[config.mk]
export PLATFORM = sky130hd
export DESIGN_NAME = audirq_hub
export DESIGN_NICKNAME = d
export VERILOG_FILES = /design/src/rtl/audirq_pkg.sv /design/src/rtl/audirq_strm_or.sv /design/src/rtl/audirq_wall.sv /design/src/rtl/audirq_hub.sv
export SDC_FILE = /design/constraint.sdc
export NUM_CORES = 1
export LEC_CHECK = 0
export BUFFER_PORTS_ARGS = -buffer_cell sky130_fd_sc_hd__buf_2
export CAP_MARGIN = 15
export CORE_MARGIN = 2
export CORE_UTILIZATION = 54
export CTS_CLUSTER_DIAMETER = 150
export DETAILED_ROUTE_END_ITERATION = 8
export GPL_TIMING_DRIVEN = 0
export PLACE_DENSITY_LB_ADDON = 0.3
export SKIP_CTS_REPAIR_TIMING = 1
export SYNTH_ARGS = -nofsm -noshare
export SYNTH_HDL_FRONTEND = slang
export SYNTH_SLANG_ARGS = --single-unit
[constraint.sdc]
create_clock -name clk -period 3.2 [get_ports clk]
set_input_delay 0.32 -clock clk [delete_from_list [all_inputs] [get_ports clk]]
set_output_delay 0.32 -clock clk [all_outputs]
set_load 0.1 [all_outputs]
[src/rtl/audirq_pkg.sv]
package audirq_pkg;
   localparam int REG_W    = 32;
   localparam int N_STRM   = 8;
   localparam int GLB_BIT  = 31;
   localparam int CTL_BIT  = 30;

   typedef enum logic [1:0] {
      SEL_NONE = 2'd0,
      SEL_STS  = 2'd1,
      SEL_WALL = 2'd2
   } rd_sel_e;

   function automatic rd_sel_e decode_ofs(input logic [7:0] ofs,
                                          input logic [7:0] sts_ofs,
                                          input logic [7:0] wall_ofs);
      if (ofs == sts_ofs)       return SEL_STS;
      else if (ofs == wall_ofs) return SEL_WALL;
      else                      return SEL_NONE;
   endfunction
endpackage

[src/rtl/audirq_strm_or.sv]
module audirq_strm_or #(
   parameter int N_GRP   = 8,
   parameter int GRP_W   = 3,
   localparam int BUS_W  = N_GRP * GRP_W
) (
   input  logic [BUS_W-1:0] flags,
   output logic [N_GRP-1:0] summ
);
   if (GRP_W < 1) begin : g_bad_w
      $error("GRP_W must be at least 1");
   end

   for (genvar g = 0; g < N_GRP; g++) begin : g_grp
      if (GRP_W == 1) begin : g_one
         assign summ[g] = flags[g];
      end else begin : g_many
         assign summ[g] = |flags[g*GRP_W +: GRP_W];
      end
   end
endmodule

[src/rtl/audirq_wall.sv]
module audirq_wall #(
   parameter int CNT_W = 32
) (
   input  logic             clk,
   input  logic             rst_n,
   input  logic             tick,
   input  logic             run,
   input  logic             load,
   input  logic [CNT_W-1:0] load_val,
   output logic [CNT_W-1:0] count
);
   localparam logic [CNT_W-1:0] CNT_MAX = {CNT_W{1'b1}};

   if (CNT_W < 2) begin : g_bad_w
      $error("CNT_W must be at least 2");
   end

   always_ff @(posedge clk or negedge rst_n) begin
      if (!rst_n)             count <= '0;
      else if (load)          count <= load_val;
      else if (run && tick)   count <= count + 1'b1;
   end

   assert_wall_wrap_R10: assert property (@(posedge clk) disable iff (!rst_n)
      (!load && run && tick && count == CNT_MAX) |=> (count == '0));

   assert_wall_hold_R9: assert property (@(posedge clk) disable iff (!rst_n)
      (!load && !(run && tick)) |=> $stable(count));

   assert_wall_step_R9: assert property (@(posedge clk) disable iff (!rst_n)
      (!load && run && tick && count != CNT_MAX) |=> (count == $past(count) + 1'b1));
endmodule

[src/rtl/audirq_hub.sv]
module audirq_hub
   import audirq_pkg::*;
#(
   parameter int STRM_FLAGS = 3,
   parameter int WALL_W     = 32,
   parameter logic [7:0] STS_OFS  = 8'h24,
   parameter logic [7:0] WALL_OFS = 8'h30,
   localparam int N_HALF  = N_STRM / 2,
   localparam int HALF_W  = N_HALF * STRM_FLAGS
) (
   input  logic              clk,
   input  logic              rst_n,
   input  logic              wake_evt,
   input  logic              link_tick,
   input  logic              wall_en,
   input  logic              wall_load,
   input  logic [31:0]       wall_load_val,
   input  logic [HALF_W-1:0] cap_flags,
   input  logic [HALF_W-1:0] play_flags,
   input  logic              rsp_flag,
   input  logic              rsp_ovr_flag,
   input  logic              sdin_chg_flag,
   input  logic [7:0]        strm_en,
   input  logic              ctl_en,
   input  logic              glb_en,
   input  logic              rd_stb,
   input  logic [7:0]        rd_addr,
   output logic [31:0]       rd_data,
   output logic              irq
);
   if (WALL_W != REG_W) begin : g_bad_wall
      $error("WALL_W must match the 32-bit register width");
   end
   if (STS_OFS == WALL_OFS) begin : g_bad_ofs
      $error("register offsets must differ");
   end

   logic [N_STRM-1:0] strm_summ;
   logic              ctl_summ;
   logic [REG_W-1:0]  sts_word;
   logic [WALL_W-1:0] wall_cnt;
   logic              irq_d;
   rd_sel_e           rd_sel;

   audirq_strm_or #(.N_GRP(N_STRM), .GRP_W(STRM_FLAGS)) u_strm_or (
      .flags ({play_flags, cap_flags}),
      .summ  (strm_summ)
   );

   audirq_strm_or #(.N_GRP(1), .GRP_W(3)) u_ctl_or (
      .flags ({sdin_chg_flag, rsp_ovr_flag, rsp_flag}),
      .summ  (ctl_summ)
   );

   audirq_wall #(.CNT_W(WALL_W)) u_wall (
      .clk      (clk),
      .rst_n    (rst_n),
      .tick     (link_tick),
      .run      (wall_en),
      .load     (wall_load),
      .load_val (wall_load_val),
      .count    (wall_cnt)
   );

   always_comb begin
      sts_word                = '0;
      sts_word[N_STRM-1:0]    = strm_summ;
      sts_word[CTL_BIT]       = ctl_summ;
      sts_word[GLB_BIT]       = ctl_summ | (|strm_summ);
   end

   assign irq_d = glb_en & ((ctl_summ & ctl_en) | (|(strm_summ & strm_en)));

   always_ff @(posedge clk or negedge rst_n) begin
      if (!rst_n) irq <= 1'b0;
      else        irq <= irq_d;
   end

   assign rd_sel = decode_ofs(rd_addr, STS_OFS, WALL_OFS);

   always_ff @(posedge clk or negedge rst_n) begin
      if (!rst_n) begin
         rd_data <= '0;
      end else if (rd_stb) begin
         unique case (rd_sel)
            SEL_STS:  rd_data <= sts_word;
            SEL_WALL: rd_data <= wall_cnt;
            default:  rd_data <= '0;
         endcase
      end
   end

   assert_glb_or_R2: assert property (@(posedge clk) disable iff (!rst_n)
      sts_word[GLB_BIT] == (ctl_summ | (|strm_summ)) && sts_word[GLB_BIT] == |sts_word[30:0]);

   assert_rsvd_zero_R5: assert property (@(posedge clk) disable iff (!rst_n)
      ($past(rd_stb) && $past(rd_addr) == STS_OFS) |-> (rd_data[29:8] == '0));

   assert_irq_gate_R7: assert property (@(posedge clk) disable iff (!rst_n)
      !glb_en |=> !irq);

   assert_irq_fire_R7: assert property (@(posedge clk) disable iff (!rst_n)
      (glb_en && ctl_en && (rsp_flag || rsp_ovr_flag || sdin_chg_flag)) |=> irq);

   assert_wake_keep_R8: assert property (@(posedge clk) disable iff (!rst_n)
      (wake_evt && $stable(sts_word)) |=> (irq == $past(irq_d)));

   assert_rd_hold_R11: assert property (@(posedge clk) disable iff (!rst_n)
      !rd_stb |=> $stable(rd_data));

   assert_rd_other_R11: assert property (@(posedge clk) disable iff (!rst_n)
      (rd_stb && rd_addr != STS_OFS && rd_addr != WALL_OFS) |=> (rd_data == '0));
endmodule

Word level (Yosys, flattened, before mapping) --
Cells that the tools add are included.
Cells by class: $add $sub $neg 1, multipliers 0, div/mod/pow operators 0, magnitude comparators 0, eq/ne operators 4, shift operators 0, muxes and demuxes 5, bitwise gates (word level) 5, reduce and logical (&&, ||, !) cells 13
Operator list (number):
- $mux W32 | 2
- $pmux W32 S2 | 1
- $add A32 B1 Y32 const B | 1
- $reduce_or A3 Y1 | 9
- $reduce_or A24 Y1 | 1
- $eq A8 B6 Y1 const B | 2
- $and A8 B8 Y8 | 1
- $reduce_or A8 Y1 | 1
- $mux W2 | 2
- $and A1 B1 Y1 | 2
- $eq A2 B1 Y1 const B | 1
- $eq A2 B2 Y1 const B | 1
- $or A1 B1 Y1 | 2
- $reduce_bool A2 Y1 | 1
- $logic_and A1 B1 Y1 | 1
Word-level totals: register bits 65, bits in latches 0, bits in writable memories 0, memory bits (read-only) 0, bits of input ports 84, output and inout port bits 33, word-level logic and storage cells 31, memories kept 0

Longest topological paths before layout --
Gate-level depths: netlist of the first run.
depth in word-level cells 5, mapped depth 7, gate-level depth less buffers 5

Modules after synthesis --
From an unflattened synthesis of the first run, not the netlist that was laid out.
Second synthesis, totals: cells, all modules 331, area, all modules 3378.2 um^2
Modules (own cells, without submodules):
- audirq_wall | times used 1, cells an instance 225, area each 1943.1 um^2, sequential area each 800.8 um^2
- audirq_hub | times used 1, cells an instance 97, area each 1378.8 um^2, sequential area each 825.8 um^2
- audirq_strm_or (u_strm_or) | times used 1, cells an instance 8, area each 50.0 um^2, sequential area each 0.0 um^2
- audirq_strm_or (u_ctl_or) | times used 1, cells an instance 1, area each 6.3 um^2, sequential area each 0.0 um^2

Worst setup path before layout of the first run --
Ideal clock, no wire load.
path kind reg-to-reg, start point register u_wall.count[0], end point register u_wall.count[28], setup time 82 ps, arrival 1820 ps, data required time 3118 ps, path slack 1298 ps, stages on the path, launching flop included 8, path buffers 2, clock period less this slack 1902 ps, cells stage by stage dfrtp_1 > ha_1 > nand3_1 > or3_1 > buf_2 > buf_6 > or4_1 > a31oi_1
Between the ends: longest elaborated chain between the ends 3
Ends and longest elaborated chain:
- from (decl) | RTL line audirq_wall.sv:10 | output logic [CNT_W-1:0] count
- from (signal assigned) | RTL line audirq_wall.sv:20 | else if (load) count <= load_val;
- from (signal assigned) | RTL line audirq_wall.sv:21 | else if (run && tick) count <= count + 1'b1;
- $add A32 B1 Y32 | RTL line audirq_wall.sv:21
- $mux W32 | RTL line audirq_wall.sv:21
- $mux W32 | RTL line audirq_wall.sv:20
Every way passes these cells. The select of a mux whose other input is x is not followed. A chain may end at the register's enable or synchronous reset.

Worst setup path in the final report of the first run --
Ends and elaborated chain as after synthesis.

==> results of run 1 <==
per-layer routing:
metal	vias up	part of all wire [%]	global-route usage, %
met4	0	2.5	10.7
met3	22	7.7	6.39
met1	1629	42	37.1
met2	146	48	45.2
met5	-	0	0
li1	1678	-	-
through the flow:
step                hold WS [ns]  util (%)  worst slack (ns)
detailed placement         0.388      66.3              1.02
CTS                       0.0146      69.4              1.04
finish                  -0.00707      69.4              1.04
global placement           0.473      65.9              1.06
floorplan                 0.0244         -              1.30
global route              0.0340      69.4             0.851
registers in the layout (all words and copies together) (netlist names):
name          cells
irq               1
rd_data          32
u_wall.count     32
worst max-delay path, cell delays in order (launching register included):
cell	delay (ns)
dfrtp_1	0.47
ha_1	0.20
nand3_1	0.17
or3_1	0.35
buf_2	0.18
buf_6	0.15
or4_1	0.40
a31oi_1	0.17
cells in the final DEF, fill, tap and decap left out, types with 2 or more instances in the layout:
| cell type | synthesis | final |
|---|---|---|
| buf_2 | 5 | 118 |
| dfrtp_1 | 65 | 65 |
| o21ai_0 | 37 | 37 |
| nand3_1 | 33 | 33 |
| inv_1 | 30 | 30 |
| nor2_1 | 28 | 28 |
| nand2_1 | 22 | 22 |
| a31oi_1 | 20 | 20 |
| clkbuf_1 | 19 | 20 |
| or4_1 | 18 | 18 |
| o31ai_1 | 16 | 16 |
| nor3_1 | 14 | 14 |
| or3_1 | 11 | 11 |
| xnor2_1 | 10 | 10 |
| clkbuf_8 | 0 | 10 |
| a2bb2oi_1 | 7 | 7 |
| a21oi_1 | 7 | 7 |
| and4_1 | 5 | 5 |
| nand4_1 | 5 | 5 |
| nor4_1 | 5 | 5 |
| and3_1 | 3 | 3 |
| and2_1 | 2 | 2 |
| xor2_1 | 2 | 2 |
| nand2b_1 | 2 | 2 |
| buf_1 | 2 | 2 |
| o221ai_1 | 2 | 2 |
| o21a_1 | 2 | 2 |
| clkinvlp_4 | 0 | 2 |
| clkinv_2 | 0 | 2 |
layout make-up:
| cell class | count | area (um2) |
|---|---|---|
| Buffer | 27 | 115 |
| Clock buffer | 11 | 141 |
| Clock inverter | 5 | 55.1 |
| Fill cell | 529 | 1920 |
| Inverter | 30 | 113 |
| Multi-Input combinational cell | 268 | 1620 |
| Sequential cell | 65 | 1630 |
| Tap cell | 77 | 96.3 |
| Timing Repair Buffer | 114 | 586 |
logic make-up after synthesis:
group | Yosys count | share of synthesized area [%]
AO/OA/AOI/OAI | 98 | 17.8
XOR/XNOR | 12 | 3.02
adder cells (fa/ha/maj) | 1 | 0.360
buffers and inverters | 57 | 6.55
flip-flops | 65 | 46.8
multiplexers | 1 | 0.288
AND/OR/NAND/NOR | 156 | 25.2
where the power goes:
part           switching, uW  leakage, uW  total (uW)  internal, uW
registers               61.3     0.000815         929           868
logic                    198      0.00101         304           106
clock network            331    0.0000953         710           378
worst min path at each step:
| stage | start | to | slack (ns) | cells after the start |
|---|---|---|---|---|
| floorplan | rst_n | irq | 0.02 | 0 |
| global placement | rd_data[2] | rd_data[2] | 0.47 | 1 |
| detailed placement | rst_n | rd_data[21] | 0.39 | 1 |
| CTS | rst_n | rd_data[21] | 0.01 | 1 |
| global route | rst_n | rd_data[21] | 0.03 | 1 |
| finish | rst_n | rd_data[23] | -0.007 | 1 |
==> qor.yml, run 1 <==
run_status:
  status: "finished, violations left"
  violations: "hold timing"
grt:
  pin_count_of_the_biggest_net_entering_global_routing: 40
  first_global_vias: 3471
  grt_first_pass_wirelength_um: 16000
  globalRouteOverflowTotal: 0
  antenna_found_initial: 0
  track_usage_pct: 28.0
synthesis:
  post-synth-top-count-cell: "dfrtp_1"
  synth_sequential_area_ratio_pct: 46.8
  ys_ff_latch: 65
  dominant_cell_type_by_area_after_synthesis: "dfrtp_1"
  asyncSetResetFlopFracSynth_pct: 100
  synth-warning-count: 0
  synth.cell_area_um2: 3480
  synthTopCellsByCount: "65 x dfrtp_1, 37 x o21ai_0, 33 x nand3_1"
  synthDistinctLibCells: 44
  post_synth.cell_area_avg_um2: 8.92
  synth-main-ff-cell: "dfrtp_1"
  synth-edff-count: 0
  synth_top_area_share_pct: 46.8
  synth.net_count: 475
  synthCells: 390
  synth_area_leaders: "dfrtp_1 47%, o21ai_0 5.3%, nand3_1 4.7%"
worst_setup_path:
  critical_path.reg2reg.startpoint: "u_wall.count[0]"
  flop2flop_setup_slack_ns: 1.04
  startpoint: "u_wall.count[0]"
  depth_of_the_worst_register_to_register_path: 7
  worst_ep_arrival_time_ns: 2.44
  endpoint_kind: "register"
  critPathKind: "register to register"
  worst_r2r_endpoint: "u_wall.count[28]"
  critPathCapture: "u_wall.count[28]"
  worstSetupStartpointType: "register"
  worst-path-max-fanout: 10
  required_ns: 3.47
cells_and_area:
  post-route-cell-area_um2: 4360
  finish.cell_count_without_fillers: 597
  num_antenna_cells: 0
  flow.area_growth_from_synthesis_pct: 25.3
  layout.nets: 600
  post_route_cells_drive_above_1_share_pct: 26.9
floorplan:
  core-area_um2: 6280
  start_util_pct: 55.4
  die_y_um: 84.2
  floorplan.rows: 29
  die_area_um2: 7100
  top_level_i_o_count: 117
  die_x_um: 84.2
route:
  viasPerCell: 5.82
  drt_drc: 0
  routed_wirelength_um: 9290
  routed-via-count: 3475
  count_of_tritonroute_iterations_in_the_first_routing_pass: 5
  avgRoutedWirePerCell_um: 15.6
  initial_drc_count: 262
  final_antenna_net_count: 0
timing:
  timing.final.setup_violations: 0
  clock_skew_ns: 0.00939
  fin_crit_ns: 2.16
  timing.max_slew.rel_slack_pct: 55.7
  setup_repair_after_global_routing_missed_its_margin: "false"
  max_freq_ghz: 0.462
  timing_max_transition_violations_final: 0
  fin_worst_hold_slack_ns: -0.00707
  fin_tns_setup_ns: 0
  hold_violations: 8
  worst-slew-pin-transition_ns: 0.664
  min_period_over_period_pct: 67.7
worst_hold_path:
  worst_min_delay_path_class: "primary input to asynchronous set/reset pin"
placement:
  placed_area_um2: 4160
  place.port_buffers: 113
  dpl.hpwl_um: 7030
  placedCellCount: 581
  gp_congestion: 0.940
clocking:
  cts_tree: "done"
  numCtsBuffers: 9
  clkTransAtPathRegs_ns: 0.08
  clock_sink_count: 65
  cts_buffer_depth: 2
  clock_latency_ns: 0.35
  master_cell_of_the_clock_root_buffer: "clkbuf_8"
  h_tree_lvls: 3
power_and_ir_drop:
  static-leakage-power_uw: 0.00192
  report.power.total_uw: 1940
  vdd_drop_max_mv: 0.325
  power_per_cell_area_nw_per_um2: 446
job:
  max-cap-violations: 0
Note: power is estimated with default switching activity, not from simulation.
==> run 2: changes to the inputs <==
CORE_UTILIZATION = 51   (was 54)
clock period = 2.2 ns   (was 3.2 ns; I/O delays follow)
==> run 2 against run 1 <==
Compared with the run above:
- the flow still finishes with violations (hold timing)
- global-route usage shrank 1.1 points
- setup slack lost 0.88 ns
- via count grew 0.60%
- combinational power grew 44%
- die area grew 5.6%
- sequential cell count is the same
- register-to-register slack lost 0.88 ns
- non-clock buffer count grew 1
- final area grew 1.4%
- fmax grew 6.1%
- largest cell class unchanged
==> qor.yml, run 2 (synthesis gave the netlist of run 1 again) <==
floorplan:
  start_util_pct: 52.0
  die_x_um: 86.6
  die_area_um2: 7490
  core-area_um2: 6680
  floorplan.rows: 30
  die_y_um: 86.6
  top_level_i_o_count: 117
timing:
  fin_worst_hold_slack_ns: -0.0479
  worst-slew-pin-transition_ns: 0.832
  clock_skew_ns: 0.00808
  max_freq_ghz: 0.490
  timing_max_transition_violations_final: 0
  fin_tns_setup_ns: 0
  hold_violations: 44
  timing.max_slew.rel_slack_pct: 44.6
  timing.final.setup_violations: 0
  fin_crit_ns: 2.04
  postLayoutSetupSlackWorst_ns: 0.159
  min_period_over_period_pct: 92.8
  setup_repair_after_global_routing_missed_its_margin: "false"
power_and_ir_drop:
  total_switching_power_uw: 853
  combinationalPowerShare_pct: 14.4
  vdd_drop_max_mv: 0.417
  internal-power_uw: 2200
  pwr-share-seq_pct: 44.4
  sw_frac_of_total_pct: 28.0
  static-leakage-power_uw: 0.00194
  power.share.clock_pct: 41.2
  power_per_cell_area_nw_per_um2: 691
cells_and_area:
  flow.area_growth_from_synthesis_pct: 27.0
  layout_top_registers: "rd_data x32, u_wall.count x32, irq x1"
  layout.nets: 601
  post_route_cells_drive_above_1_share_pct: 28.0
  finish.cell_count_without_fillers: 601
  final_common_cell: "buf_2"
  num_antenna_cells: 0
  layout.cells.most_common_list: "117 x buf_2, 63 x dfrtp_1, 37 x o21ai_0, 32 x nand3_1, 30 x inv_1"
route:
  avgRoutedWirePerCell_um: 15.9
  routed_wirelength_um: 9570
  routed-via-count: 3496
  final_antenna_net_count: 0
  drt_drc: 0
  viasPerCell: 5.82
  count_of_tritonroute_iterations_in_the_first_routing_pass: 5
  initial_drc_count: 221
placement:
  dpl.hpwl_um: 7060
  place.port_buffers: 113
  placedCellCount: 583
  post-place-ws_ns: 0.0618
  gp_congestion: 0.873
clocking:
  clock_latency_ns: 0.35
  master_cell_of_the_clock_root_buffer: "clkbuf_8"
  clkTransAtPathRegs_ns: 0.07
  cts_tree: "done"
  clock_sink_count: 65
  cts_buffer_depth: 2
  numCtsBuffers: 9
  h_tree_lvls: 3
worst_setup_path:
  critical_path.reg2reg.startpoint: "u_wall.count[0]"
  required_ns: 2.48
  worst_r2r_endpoint: "u_wall.count[28]"
  critPathCapture: "u_wall.count[28]"
  worstSetupStartpointType: "register"
  worst-path-max-fanout: 10
  endpoint_kind: "register"
  startpoint: "u_wall.count[0]"
  critPathKind: "register to register"
  worst_ep_arrival_time_ns: 2.32
  flop2flop_setup_slack_ns: 0.16
  depth_of_the_worst_register_to_register_path: 7
grt:
  pin_count_of_the_biggest_net_entering_global_routing: 66
  track_usage_pct: 26.9
  antenna_found_initial: 0
  grt_first_pass_wirelength_um: 15700
  first_global_vias: 3311
  globalRouteOverflowTotal: 0
job:
  max-cap-violations: 0
worst_hold_path:
  worst_min_delay_path_class: "primary input to asynchronous set/reset pin"
run_status:
  violations: "hold timing"
  status: "finished, violations left"
-- run 2: cell count changes in the layout (fill, tap and decap cells not counted), moves of 2 or more --
cell and change:
clkbuf_1 -2, dfrtp_1 -2, bufinv_16 +2, buf_4 +3, dfrtp_2 +2, clkbuf_2 +2
-- run 2: through the flow --
stage	area, um2	utilization, %	hold slack (ns)	power [uW]
6_report	4410	66.1	-0.0479	3050
5_1_grt	4410	66.1	0.0161	3170
4_1_cts	4390	65.7	0.00163	3050
3_5_place_dp	4150	62.0	0.372	1810
3_3_place_gp	4140	62.0	0.428	1790
2_1_floorplan	3480	-	-0.0756	1620
-- run 2: routing by layer --
layer | track usage (%) | vias up | routed length (um)
met2 | 42.9 | 134 | 4670
met1 | 36.5 | 1655 | 4130
met5 | 0 | - | 0
met4 | 9.66 | 0 | 182
met3 | 5.71 | 20 | 585
li1 | - | 1687 | -
-- run 2: area by class of cell --
type	count	area (um2)
Timing Repair Buffer	115	583
Buffer	27	118
Clock buffer	11	141
Tap cell	80	100
Inverter	30	113
Clock inverter	5	103
Sequential cell	65	1630
Fill cell	578	2270
Multi-Input combinational cell	268	1630
-- run 2: worst min-delay path by stage --
stage                     slack (ns)              from  cells after the start         endpoint
after floorplan                -0.08             rst_n                      0              irq
after global placement          0.43  wall_load_val[6]                      3  u_wall.count[6]
after detailed placement        0.37             rst_n                      1      rd_data[23]
after CTS                      0.002             rst_n                      1      rd_data[22]
after global routing            0.02             rst_n                      1      rd_data[23]
final                          -0.05             rst_n                      1      rd_data[23]
-- run 2: critical path: stages, from the launching register on --
cell     delay, ns
dfrtp_2       0.43
ha_1          0.20
nand3_2       0.12
or3_1         0.32
buf_2         0.18
buf_6         0.16
or4_1         0.39
a31oi_1       0.17
-- run 2: power by group through the flow --
stage               combinational (uW)  clock (uW)  sequential (uW)
floorplan                          174           0             1450
global placement                   425           0             1370
detailed placement                 436           0             1370
CTS                                438        1260             1350
global route                       483        1330             1360
finish                             439        1260             1360
==> run 3: changes to the inputs <==
CORE_UTILIZATION = 52   (was 51)
CTS_BUF_LIST = sky130_fd_sc_hd__clkbuf_8   (was not set)
==> run 3 against run 2 <==
Compared with the run above:
- the run ends with DRC, hold timing left
- global-route usage increased by 0.35 points
- sequential cell count unchanged
- critical path depth unchanged
- routed wire length decreased by 0.73%
- critical path type unchanged
- setup slack improved by 0.020 ns
- non-clock buffer count unchanged
- largest power group unchanged
- combinational power increased by 0.9%
- fmax increased by 0.97%
- clock power decreased by 17%
==> qor.yml, run 3 (synthesis gave the netlist of run 1 again) <==
run_status:
  status: "finished, violations left"
  violations: "DRC, hold timing"
floorplan:
  start_util_pct: 54.1
  die_area_um2: 7360
  floorplan.rows: 29
  top_level_i_o_count: 117
  die_x_um: 85.8
  core-area_um2: 6420
  die_y_um: 85.8
clocking:
  numCtsBuffers: 9
  master_cell_of_the_clock_root_buffer: "clkbuf_8"
  clock_latency_ns: 0.34
  cts_buffer_depth: 2
  clkTransAtPathRegs_ns: 0.07
  h_tree_lvls: 3
  cts_tree: "done"
  clock_sink_count: 65
route:
  routed-via-count: 3598
  drt_drc: 5
  final_antenna_net_count: 0
  initial_drc_count: 247
  avgRoutedWirePerCell_um: 15.9
  routed_wirelength_um: 9500
  count_of_tritonroute_iterations_in_the_first_routing_pass: 9
  viasPerCell: 6.02
timing:
  fin_tns_setup_ns: 0
  worst-slew-pin-transition_ns: 0.818
  min_period_over_period_pct: 91.9
  timing_max_transition_violations_final: 0
  timing.max_slew.rel_slack_pct: 45.5
  postLayoutSetupSlackWorst_ns: 0.178
  fin_crit_ns: 2.02
  fin_worst_hold_slack_ns: -0.0459
  max_freq_ghz: 0.495
  timing.final.setup_violations: 0
  hold_violations: 27
  clock_skew_ns: 0.00887
  setup_repair_after_global_routing_missed_its_margin: "false"
cells_and_area:
  num_antenna_cells: 0
  final_core_occ_pct: 68.2
  post_route_cells_drive_above_1_share_pct: 28.0
  flow.area_growth_from_synthesis_pct: 26.0
  multi_input_area_um2: 1640
  fillCellCount: 568
  layout_top_registers: "rd_data x32, u_wall.count x32, irq x1"
  final_common_cell: "buf_2"
  layout.nets: 601
  layout.cells.most_common_list: "117 x buf_2, 63 x dfrtp_1, 37 x o21ai_0, 32 x inv_1, 32 x nand3_1"
  regArea_um2: 1630
power_and_ir_drop:
  total_switching_power_uw: 814
  combinationalPowerShare_pct: 15.6
  pwr-share-seq_pct: 47.7
  vdd_drop_max_mv: 0.481
  static-leakage-power_uw: 0.00194
  power_per_cell_area_nw_per_um2: 648
  sw_frac_of_total_pct: 28.7
  power.share.clock_pct: 36.6
  internal-power_uw: 2020
worst_setup_path:
  worst_ep_arrival_time_ns: 2.29
  required_ns: 2.47
  cp_slowest_stage_delay_ns: 0.42
  startpoint: "u_wall.count[0]"
  crit_path_cell_trace: "ha_1 -> nand3_2 -> or3_1 -> buf_2 -> buf_6 -> or4_1 -> a31oi_1"
  critPathKind: "register to register"
  endpoint_kind: "register"
  critical-path-slowest-cell: "dfrtp_2"
  worst-path-max-fanout: 10
  worstSetupStartpointType: "register"
  critical_path.reg2reg.startpoint: "u_wall.count[0]"
grt:
  antenna_found_initial: 0
  track_usage_pct: 27.3
  globalRouteOverflowTotal: 0
  grt_first_pass_wirelength_um: 16000
  first_global_vias: 3500
  pin_count_of_the_biggest_net_entering_global_routing: 66
placement:
  post-place-ws_ns: 0.0107
  gp_congestion: 0.917
  place.port_buffers: 113
  dpl.hpwl_um: 7080
job:
  max-cap-violations: 0
worst_hold_path:
  worst_min_delay_path_class: "primary input to asynchronous set/reset pin"
[run 3: cell count changes in the layout (fill, tap and decap cells not counted), sizes merged]
cell / delta
inv: +2
bufinv: -2
clkinvlp: -1
clkbuf: +1
[run 3: worst paths after layout]
kind	to	cells past startpoint	slack (ns)
max	u_wall.count[28]	7	0.18
min	rd_data[27]	1	-0.05
max reg2reg	u_wall.count[28]	7	0.18
min reg2reg	rd_data[2]	1	0.51
max in group asynchronous	u_wall.count[1]	1	1.63
min in group clk	u_wall.count[11]	3	0.09
[run 3: final cells by class]
| class | count | share of cell area [%] |
|---|---|---|
| multi-input cells | 268 | 37.3 |
| clock inverters | 4 | 0.971 |
| plain buffers | 27 | 2.68 |
| flip-flops and latches | 65 | 37.2 |
| repair buffers | 115 | 13.3 |
| well taps | 77 | 2.20 |
| inverters | 30 | 2.57 |
| clock buffers | 12 | 3.77 |
[run 3: per-layer routing]
metal / track usage [%] / vias up / routed length (um)
li1: - / 1681 / -
met1: 36.1 / 1732 / 3930
met2: 43.8 / 158 / 4640
met3: 6.26 / 27 / 640
met4: 10.8 / 0 / 289
met5: 0 / - / 0
[run 3: power groups by stage]
stage / combinational (uW) / clock (uW) / sequential, uW
global placement: 426 / 0 / 1370
global route: 487 / 1110 / 1360
floorplan: 174 / 0 / 1450
CTS: 442 / 1060 / 1350
finish: 443 / 1040 / 1350
detailed placement: 440 / 0 / 1370
[run 3: stage by stage]
| step | hold slack (ns) | instances | instance area [um2] | total power (uW) |
|---|---|---|---|---|
| after global placement | 0.429 | 580 | 4140 | 1790 |
| final | -0.0459 | 598 | 4380 | 2840 |
| after CTS | 0.00404 | 596 | 4350 | 2850 |
| after detailed placement | 0.366 | 580 | 4140 | 1810 |
| after floorplan | -0.0756 | 390 | 3480 | 1620 |
| after global routing | 0.0359 | 598 | 4380 | 2960 |
[run 3: critical path: cells and delay by family, from the launching register on]
| kind | cells | cell delay (ns) |
|---|---|---|
| and+or+nand+nor | 3 | 0.84 |
| buffers and inverters | 2 | 0.33 |
| adders and majority gates | 1 | 0.20 |
| DFF | 1 | 0.42 |
| AOI/OAI and AO/OA | 1 | 0.16 |
